### src/rtl/pdf_pkg.sv
package pdf_pkg;

  // Qualification states
  typedef enum logic [1:0] {
    PDF_REST  = 2'd0,   // request absent
    PDF_COUNT = 2'd1,   // request present, window running
    PDF_HELD  = 2'd2    // window completed, waiting for request to drop
  } pdf_state_e;

  // Smallest exponent of the window length
  localparam int PDF_EXP_BASE = 4;

  // Width able to hold 2^(max code + base)
  function automatic int cnt_width(input int sel_w);
    return (1 << sel_w) + PDF_EXP_BASE;
  endfunction

endpackage

### src/rtl/pdf_sync.sv
module pdf_sync #(
  parameter int W      = 2,
  parameter int STAGES = 2
) (
  input  logic         clk,
  input  logic         rst_n,
  input  logic [W-1:0] d,
  output logic [W-1:0] q
);

  genvar s;
  generate
    for (s = 0; s < STAGES; s++) begin : g_stage
      logic [W-1:0] r_q;
      if (s == 0) begin : g_first
        always_ff @(posedge clk or negedge rst_n) begin
          if (!rst_n) r_q <= '0;
          else        r_q <= d;
        end
      end else begin : g_next
        always_ff @(posedge clk or negedge rst_n) begin
          if (!rst_n) r_q <= '0;
          else        r_q <= g_stage[s-1].r_q;
        end
      end
    end
  endgenerate

  assign q = g_stage[STAGES-1].r_q;

endmodule

### src/rtl/pdf_req.sv
module pdf_req #(
  parameter int MIO_N = 2
) (
  input  logic             uart_irq_pend,
  input  logic             uart_tx_idle,
  input  logic             uart_rx_idle,
  input  logic             uart_pd_en,
  input  logic [MIO_N-1:0] mio_lvl,
  input  logic [MIO_N-1:0] mio_irq_pol,
  input  logic [MIO_N-1:0] mio_pd_en,
  output logic             req
);

  logic             uart_quiet;
  logic [MIO_N-1:0] pin_quiet;

  // serial channel quiet only if nothing pending and both directions idle
  assign uart_quiet = uart_pd_en & ~uart_irq_pend & uart_tx_idle & uart_rx_idle;

  // a pin is quiet at the level opposite its interrupt level
  genvar i;
  generate
    for (i = 0; i < MIO_N; i++) begin : g_pin
      assign pin_quiet[i] = mio_pd_en[i] & (mio_lvl[i] ^ mio_irq_pol[i]);
    end
  endgenerate

  assign req = uart_quiet | (|pin_quiet);

endmodule

### src/rtl/pdf_timer.sv
module pdf_timer
  import pdf_pkg::*;
#(
  parameter int PRESCALE = 4,
  parameter int SEL_W    = 3,
  parameter int CNT_W    = cnt_width(SEL_W)
) (
  input  logic             clk,
  input  logic             rst_n,
  input  logic             req,
  input  logic [SEL_W-1:0] sel,
  input  logic             clr,
  output logic             stat,
  output logic [CNT_W-1:0] cnt
);

  localparam int PRE_W = (PRESCALE > 1) ? $clog2(PRESCALE) : 1;
  localparam logic [PRE_W-1:0] PRE_LAST = PRE_W'(PRESCALE - 1);

  pdf_state_e       state_q, state_d;
  logic [PRE_W-1:0] pre_q, pre_d;
  logic [CNT_W-1:0] cnt_q, cnt_d;
  logic             stat_q, stat_d;
  logic             tick;
  logic [CNT_W-1:0] shamt;
  logic [CNT_W-1:0] limit;

  // Prescaler enable; runs only while a window is being timed
  assign tick  = (pre_q == PRE_LAST);
  assign shamt = CNT_W'(sel) + CNT_W'(PDF_EXP_BASE);
  assign limit = (CNT_W'(1) << shamt) - CNT_W'(1);

  always_comb begin
    state_d = state_q;
    pre_d   = pre_q;
    cnt_d   = cnt_q;
    stat_d  = stat_q;
    if (!req) begin
      // any gap restarts everything
      state_d = PDF_REST;
      pre_d   = '0;
      cnt_d   = '0;
      stat_d  = 1'b0;
    end else begin
      unique case (state_q)
        PDF_REST, PDF_COUNT: begin
          state_d = PDF_COUNT;
          pre_d   = tick ? '0 : pre_q + PRE_W'(1);
          if (tick) begin
            if (cnt_q >= limit) begin
              // window complete, set has priority over clear
              stat_d  = 1'b1;
              state_d = PDF_HELD;
              cnt_d   = '0;
              pre_d   = '0;
            end else begin
              cnt_d = cnt_q + CNT_W'(1);
            end
          end
        end
        PDF_HELD: begin
          // acknowledged event stays down until the request drops
          if (clr) stat_d = 1'b0;
        end
        default: begin
          state_d = PDF_REST;
          pre_d   = '0;
          cnt_d   = '0;
          stat_d  = 1'b0;
        end
      endcase
    end
  end

  always_ff @(posedge clk or negedge rst_n) begin
    if (!rst_n) begin
      state_q <= PDF_REST;
      pre_q   <= '0;
      cnt_q   <= '0;
      stat_q  <= 1'b0;
    end else begin
      state_q <= state_d;
      pre_q   <= pre_d;
      cnt_q   <= cnt_d;
      stat_q  <= stat_d;
    end
  end

  assign stat = stat_q;
  assign cnt  = cnt_q;

endmodule

### src/rtl/pwr_idle_filter.sv
module pwr_idle_filter
  import pdf_pkg::*;
#(
  parameter int PRESCALE    = 4,
  parameter int SEL_W       = 3,
  parameter int MIO_N       = 2,
  parameter int SYNC_STAGES = 2
) (
  input  logic             clk,
  input  logic             rst_n,
  input  logic             uart_irq_pend,
  input  logic             uart_tx_idle,
  input  logic             uart_rx_idle,
  input  logic             uart_pd_en,
  input  logic [MIO_N-1:0] mio_pin,
  input  logic [MIO_N-1:0] mio_irq_pol,
  input  logic [MIO_N-1:0] mio_pd_en,
  input  logic [SEL_W-1:0] filt_sel,
  input  logic             pd_irq_en,
  input  logic             pd_stat_clr,
  output logic             pd_stat,
  output logic             pd_irq
);

  localparam int CNT_W = cnt_width(SEL_W);

  logic [MIO_N-1:0] mio_sync;
  logic             req_any;
  logic [CNT_W-1:0] tmr_cnt;

  pdf_sync #(
    .W      (MIO_N),
    .STAGES (SYNC_STAGES)
  ) u_sync (
    .clk   (clk),
    .rst_n (rst_n),
    .d     (mio_pin),
    .q     (mio_sync)
  );

  pdf_req #(
    .MIO_N (MIO_N)
  ) u_req (
    .uart_irq_pend (uart_irq_pend),
    .uart_tx_idle  (uart_tx_idle),
    .uart_rx_idle  (uart_rx_idle),
    .uart_pd_en    (uart_pd_en),
    .mio_lvl       (mio_sync),
    .mio_irq_pol   (mio_irq_pol),
    .mio_pd_en     (mio_pd_en),
    .req           (req_any)
  );

  pdf_timer #(
    .PRESCALE (PRESCALE),
    .SEL_W    (SEL_W),
    .CNT_W    (CNT_W)
  ) u_tmr (
    .clk   (clk),
    .rst_n (rst_n),
    .req   (req_any),
    .sel   (filt_sel),
    .clr   (pd_stat_clr),
    .stat  (pd_stat),
    .cnt   (tmr_cnt)
  );

  // interrupt is the gated status
  assign pd_irq = pd_stat & pd_irq_en;

endmodule

### config.mk
export PLATFORM = sky130hd
export DESIGN_NAME = pwr_idle_filter
export DESIGN_NICKNAME = d
export VERILOG_FILES = /design/src/rtl/pdf_pkg.sv /design/src/rtl/pdf_sync.sv /design/src/rtl/pdf_req.sv /design/src/rtl/pdf_timer.sv /design/src/rtl/pwr_idle_filter.sv
export SDC_FILE = /design/constraint.sdc
export NUM_CORES = 1
export LEC_CHECK = 0
export BUFFER_PORTS_ARGS = -buffer_cell sky130_fd_sc_hd__buf_2
export CAP_MARGIN = 25
export CORE_MARGIN = 2
export CORE_UTILIZATION = 25
export DETAILED_ROUTE_END_ITERATION = 16
export GPL_ROUTABILITY_DRIVEN = 0
export PLACE_DENSITY = 0.5
export SLEW_MARGIN = 20
export SYNTH_ARGS = -nofsm -noshare
export SYNTH_HDL_FRONTEND = slang
export SYNTH_SLANG_ARGS = --single-unit
### constraint.sdc
create_clock -name clk -period 5.5 [get_ports clk]
set_input_delay 0.55 -clock clk [delete_from_list [all_inputs] [get_ports clk]]
set_output_delay 0.55 -clock clk [all_outputs]
set_load 0.02 [all_outputs]
### Yosys cells after proc, flatten, opt, wreduce, memory -nomap -nowiden

Cells that the tools add are included.

* bits in registers: 21
* bits of input ports: 17
* output and inout port bits: 2
* logic and storage cells: 52

* add/subtract/negate cells: 4
* $lt $le $gt $ge: 1
* eq/ne operators: 7
* shift operators: 1
* muxes and demuxes: 18
* bitwise gates (word level): 10
* reduce and logical (&&, ||, !) cells: 5

Operator list (count)
* two-way mux 12 bit: 3
* one-hot mux 12 bit (2 select lines): 1
* two-way mux 2 bit: 7
* adder 12 x 1 -> 12 bit (second input constant): 1
* greater-or-equal comparator 12 bit: 1
* << shifter 1 x 12 -> 12 bit (first input constant): 1
* subtractor 12 x 2 -> 12 bit (second input constant): 1
* inequality test 3 bit (second input constant): 3
* one-hot mux 2 bit (2 select lines): 2
* AND 1 bit: 6
* adder 3 x 3 -> 4 bit (second input constant): 1
* == test 2 bit (second input constant): 2
* two-way mux 1 bit: 4
* OR reduction 2 bit: 2
* AND reduction 3 bit: 1
* adder 2 x 1 -> 2 bit (second input constant): 1
* == test 2 x 1 -> 1 bit (second input constant): 1
* zero test 2 bit: 1
* inequality test 2 bit (second input constant): 1
* one-hot mux 1 bit (2 select lines): 1
* AND reduction 2 bit: 1
* XOR 1 bit: 2
* NOT 1 bit: 1
* bitwise OR 1 bit: 1

### Depth between registers and ports, before layout

* depth after elaboration: 8
* gate-level depth with buffers: 7
* depth with buffers taken out: 7

### Hierarchy

A second synthesis with hierarchy kept.

* cell total of the unflattened synthesis: 128
* area, all modules: 1239.9 um^2

By module, submodules not included
* pdf_timer: times used 1, cells each 119, area each 1096.1 um^2, seq. area each 425.4 um^2
* pdf_sync: times used 1, cells each 4, area each 100.1 um^2, seq. area each 100.1 um^2
* pdf_req: times used 1, cells each 4, area each 37.5 um^2, seq. area each 0.0 um^2
* pwr_idle_filter: times used 1, cells each 1, area each 6.3 um^2, seq. area each 0.0 um^2

### Least setup slack after synthesis

No wires, ideal clock.

* path kind: input-to-reg
* start point: in filt_sel[1]
* end point: reg u_tmr.cnt_q[10] (netlist: u_tmr.cnt[10])
* library setup time: 0.078 ns
* arrival time: 1.972 ns
* data required time: 5.422 ns
* path slack: 3.449 ns
* stages: 7
* path buffers: 0
* path through: a21oi_1 ha_1 a41oi_1 a211oi_1 nor3_1 o21ai_2 a21oi_1

* word-level cells in the longest chain between the ends: 8

Ends and longest elaborated chain
* start: declaration: line pwr_idle_filter.sv:18 `input logic [SEL_W-1:0] filt_sel,`
* adder 3 x 3 -> 4 bit: line pdf_timer.sv:30 `assign shamt = CNT_W'(sel) + CNT_W'(PDF_EXP_BASE);`
* << shifter 1 x 12 -> 12 bit: line pdf_timer.sv:31 `assign limit = (CNT_W'(1) << shamt) - CNT_W'(1);`
* subtractor 12 x 2 -> 12 bit: line pdf_timer.sv:31
* greater-or-equal comparator 12 bit: line pdf_timer.sv:50 `if (cnt_q >= limit) begin`
* two-way mux 12 bit: line pdf_timer.sv:50
* two-way mux 12 bit: line pdf_timer.sv:49 `if (tick) begin`
* one-hot mux 12 bit (2 select lines): line pdf_timer.sv:45 `unique case (state_q)`
* two-way mux 12 bit: line pdf_timer.sv:38 `if (!req) begin`
* end signal: assignment: line pdf_timer.sv:84 `cnt_q <= cnt_d;`
* end: declaration: line pdf_timer.sv:22 `logic [CNT_W-1:0] cnt_q, cnt_d;`

Every way passes these cells. The select of a mux whose other input is x is not followed.
A chain may end at the register's enable or synchronous reset.

### Worst setup path in the final report

* start point: in mio_irq_pol[1]
* end point: reg u_tmr.cnt_q[9] (netlist: u_tmr.cnt[9])

* word-level cells in the longest chain between the ends: 6
* elaborated cells between the ends (all ways): 8
* classes of those cells: eq/ne (2); mux (1); bitwise (3); reduce/logical (2)

Ends and longest elaborated chain
* start: declaration: line pwr_idle_filter.sv:16 `input logic [MIO_N-1:0] mio_irq_pol,`
* XOR 1 bit *: line pdf_req.sv:24 `assign pin_quiet[i] = mio_pd_en[i] & (mio_lvl[i] ^ mio_irq_pol[i]);`
* AND 1 bit *: line pdf_req.sv:24
* OR reduction 2 bit *: line pdf_req.sv:28 `assign req = uart_quiet | (|pin_quiet);`
* bitwise OR 1 bit *: line pdf_req.sv:28
* inequality test 3 bit (no line) / inequality test 2 bit (equally long branches)
* AND reduction 2 bit (no line)

Every way passes the cells marked *; elsewhere a longest branch is shown, timed or not.

==> metrics.md <==
| Metric | Value |
|---|---|
| Die Width | `roughly 75 um` |
| Number of port buffers | `18` |
| Final setup margin | `between 3000 and 4000 ps` |
| Worst VDD drop | `between 0.09 and 0.1 mV` |
| Pin count of the biggest net entering global routing | `22` |
| Synth Net Count | `164` |
| Fin. Hold Viols | `0` |
| Min Hold Slack | `approximately 240 ps` |
| Post-Place Setup Slack | `about 2800 ps` |
| GRT overflow | `0` |
| Crit Path Class | `in2reg` |
| Number of global-route vias before repair | `between 1000 and 1500` |
| Syn avg cell area | `9.361 sq um` |
| Seq/Total Area, Yosys | `0.4158` |
| Worst Path Required | `about 5700 ps` |
| NetSw | `around 0.09 mW` |
| Die footprint | `between 5000 and 6000 sq um` |
| Remaining antenna violation count | `0` |
| Ports | `19` |
| Quantity of hold-fixing buffers added after cts | `0` |
| CTS tree | `built` |
| Cell area after layout | `1470 sq um` |
| CP arrival | `2540 ps` |
| RSZ-0062 raised after global routing | `no` |
| Total negative setup slack | `0 ps` |
| Placed insts | `between 200 and 250` |
| TritonCTS buffer count | `3` |
| Post-layout util | `0.3072` |
| Pleak | `0.6436 nW` |
| Core Rows | `25` |
| Die H | `approximately 75 um` |
| Critical Path Fanout Max | `13` |
| CP Capture Type | `flop` |
| Cts repair resizes | `0` |
| Syn-to-layout area delta | `16.34%` |
| Clock transition at path regs | `70 ps` |
| Vias | `~1100` |
| Max cap viols | `0` |
| Most frequent cells in the layout | `dfrtp_1, buf_2, a21oi_1, ha_1` |
| Worst-Margin Slew | `811.2 ps` |
| Max_slew headroom | `0.4592` |
| Initial DRC count | `65` |
| Max Freq | `425.1 MHz` |
| Total Power | `0.3333 mW` |
| Root Buffer | `clkbuf_8` |
| Total wire length | `approximately 2.8 mm` |
| Vias per inst | `between 4 and 5` |
| First-pass GRT wire length | `about 4.7 mm` |
| Final HPWL DP | `2.213 mm` |
| Clock Sinks | `21` |
| Hold Path Class | `in2async` |
| Cell Pwr Density | `around 230 nW/um^2` |
| Setup Fix Bufs, Post-CTS | `0` |
| Setup crit start | `mio_irq_pol[1]` |
| Total global-route track usage | `0.1132` |
| DRT Pass-1 Iters | `4` |
| Leading cell type in the layout, fill and taps excluded | `dfrtp_1` |
| Final Setup Violations | `0` |
| R2R Path Start | `u_sync.q[1]` |
| Fin cells | `around 220` |
| Yosys cell types | `33` |
| Net Sw Frac | `0.2777` |
| Period utilisation layout | `0.4277` |
| Post-synthesis cell count | `135` |
| Post-DP Area | `~1400 sq um` |
| Max Slew Vio Count | `0` |
| Largest buffer count on any clock path | `2` |
| Starting density of the core | `0.2641` |
| Clock share of power | `0.303` |
| Ratio of cells with drive above 1 in the final layout | `0.1558` |
| Internal power | `roughly 0.24 mW` |
| N_diodes | `0` |
| Part of the power in registers | `0.525` |
| Final net count | `around 180` |
| Status | `finished, final reports clean` |
| H-tree Lvls | `1` |
| Critical Path Source Type | `input pin` |
| Drc violations | `0` |
| Worst Skew | `~1.2 ps` |
| Synthesis Warnings | `0` |
| Mapped cell area | `about 1300 sq um` |
| DR WL/cell | `around 13 um` |
| Crit path time final | `2353 ps` |
| Core Area | `4786 sq um` |
| Clock latency on the worst-skew pair | `around 260 ps` |
| Initial antenna violation count | `0` |
| Synth Register Bits | `21` |
| Gate power share | `0.172` |
registers in the layout (all words and copies together) (netlist names):
signal and flops:
u_tmr.state_q 2, u_tmr.pre_q 2, u_tmr.cnt 12, u_tmr.stat 1, u_sync.q 2, u_sync.g_stage.r_q 2
final timing paths:
kind                                            end  slack (ps)  depth (start not counted)
setup / recovery                       u_tmr.cnt[9]        3150                          6
hold / removal             u_sync.g_stage[0].r_q[0]         240                          1
setup reg to reg                       u_tmr.cnt[9]        3180                          5
hold reg to reg                         u_sync.q[0]         350                          0
max in group asynchronous              u_tmr.cnt[5]        4930                          1
min in group clk                        u_sync.q[0]         350                          0
layer usage:
| metal | up-vias | GRT usage | routed length, um |
|---|---|---|---|
| met5 | - | 0 | 0 |
| met4 | 0 | 0.06349 | 58 |
| met2 | 33 | 0.1745 | 1348 |
| met3 | 7 | 0.02008 | 153 |
| met1 | 518 | 0.1496 | 1235 |
| li1 | 530 | - | - |
cell usage after synthesis:
cell type | instances | area share
xor2_1 | 5 | 0.035
nand4_1 | 3 | 0.015
nand3_1 | 5 | 0.020
a41oi_1 | 1 | 0.0069
a21oi_1 | 14 | 0.055
o21a_1 | 1 | 0.0059
conb_1 | 2 | 0.0059
or4_1 | 3 | 0.018
and2_1 | 2 | 0.0099
o31ai_1 | 5 | 0.030
nand2_1 | 11 | 0.033
or3_1 | 3 | 0.015
nor3_1 | 5 | 0.020
o211ai_1 | 1 | 0.0059
and3_1 | 2 | 0.0099
inv_1 | 3 | 0.0089
nand4bb_1 | 1 | 0.0089
dfrtp_1 | 21 | 0.42
a221oi_2 | 1 | 0.012
o311ai_0 | 1 | 0.0069
a211oi_1 | 2 | 0.012
o41ai_1 | 1 | 0.0069
nor2_1 | 11 | 0.033
buf_2 | 2 | 0.0079
buf_4 | 1 | 0.0059
nor3b_1 | 1 | 0.0059
and4b_1 | 1 | 0.0079
nor2b_1 | 2 | 0.0099
o21ai_0 | 7 | 0.028
ha_1 | 12 | 0.12
o21ai_2 | 1 | 0.0069
a22oi_1 | 1 | 0.0059
nand2b_1 | 3 | 0.015
cell families after synthesis:
| group | count (synthesis) | share of synthesized area |
|---|---|---|
| XOR/XNOR | 5 | 0.03465 |
| other | 2 | 0.005943 |
| AO/OA/AOI/OAI | 36 | 0.1822 |
| adder cells (fa/ha/maj) | 12 | 0.1188 |
| flip-flops | 21 | 0.4158 |
| buffers and inverters | 6 | 0.02277 |
| AND/OR/NAND/NOR | 53 | 0.2198 |
power by group through the flow:
stage,registers (mW),clock network (mW),logic (mW)
2_1_floorplan,0.176,0,0.0402
3_3_place_gp,0.178,0,0.0545
3_5_place_dp,0.179,0,0.0573
4_1_cts,0.175,0.103,0.0576
5_1_grt,0.177,0.113,0.0666
6_report,0.175,0.101,0.0572
cell type report:
type,instances,area [sq um]
Tap cell,67,83.83
Sequential cell,21,525.5
Fill cell,507,3316
Timing Repair Buffer,18,90.09
Multi-Input combinational cell,108,714.4
Inverter,3,11.26
Clock buffer,4,45.04
worst max-delay path, cell delays in order:
cell	delay [ps]
buf_2	100
xor2_1	170
a221oi_2	710
nor3_2	270
or4_1	570
a21oi_1	160
No activity file was read; power rests on OpenSTA's default activity.
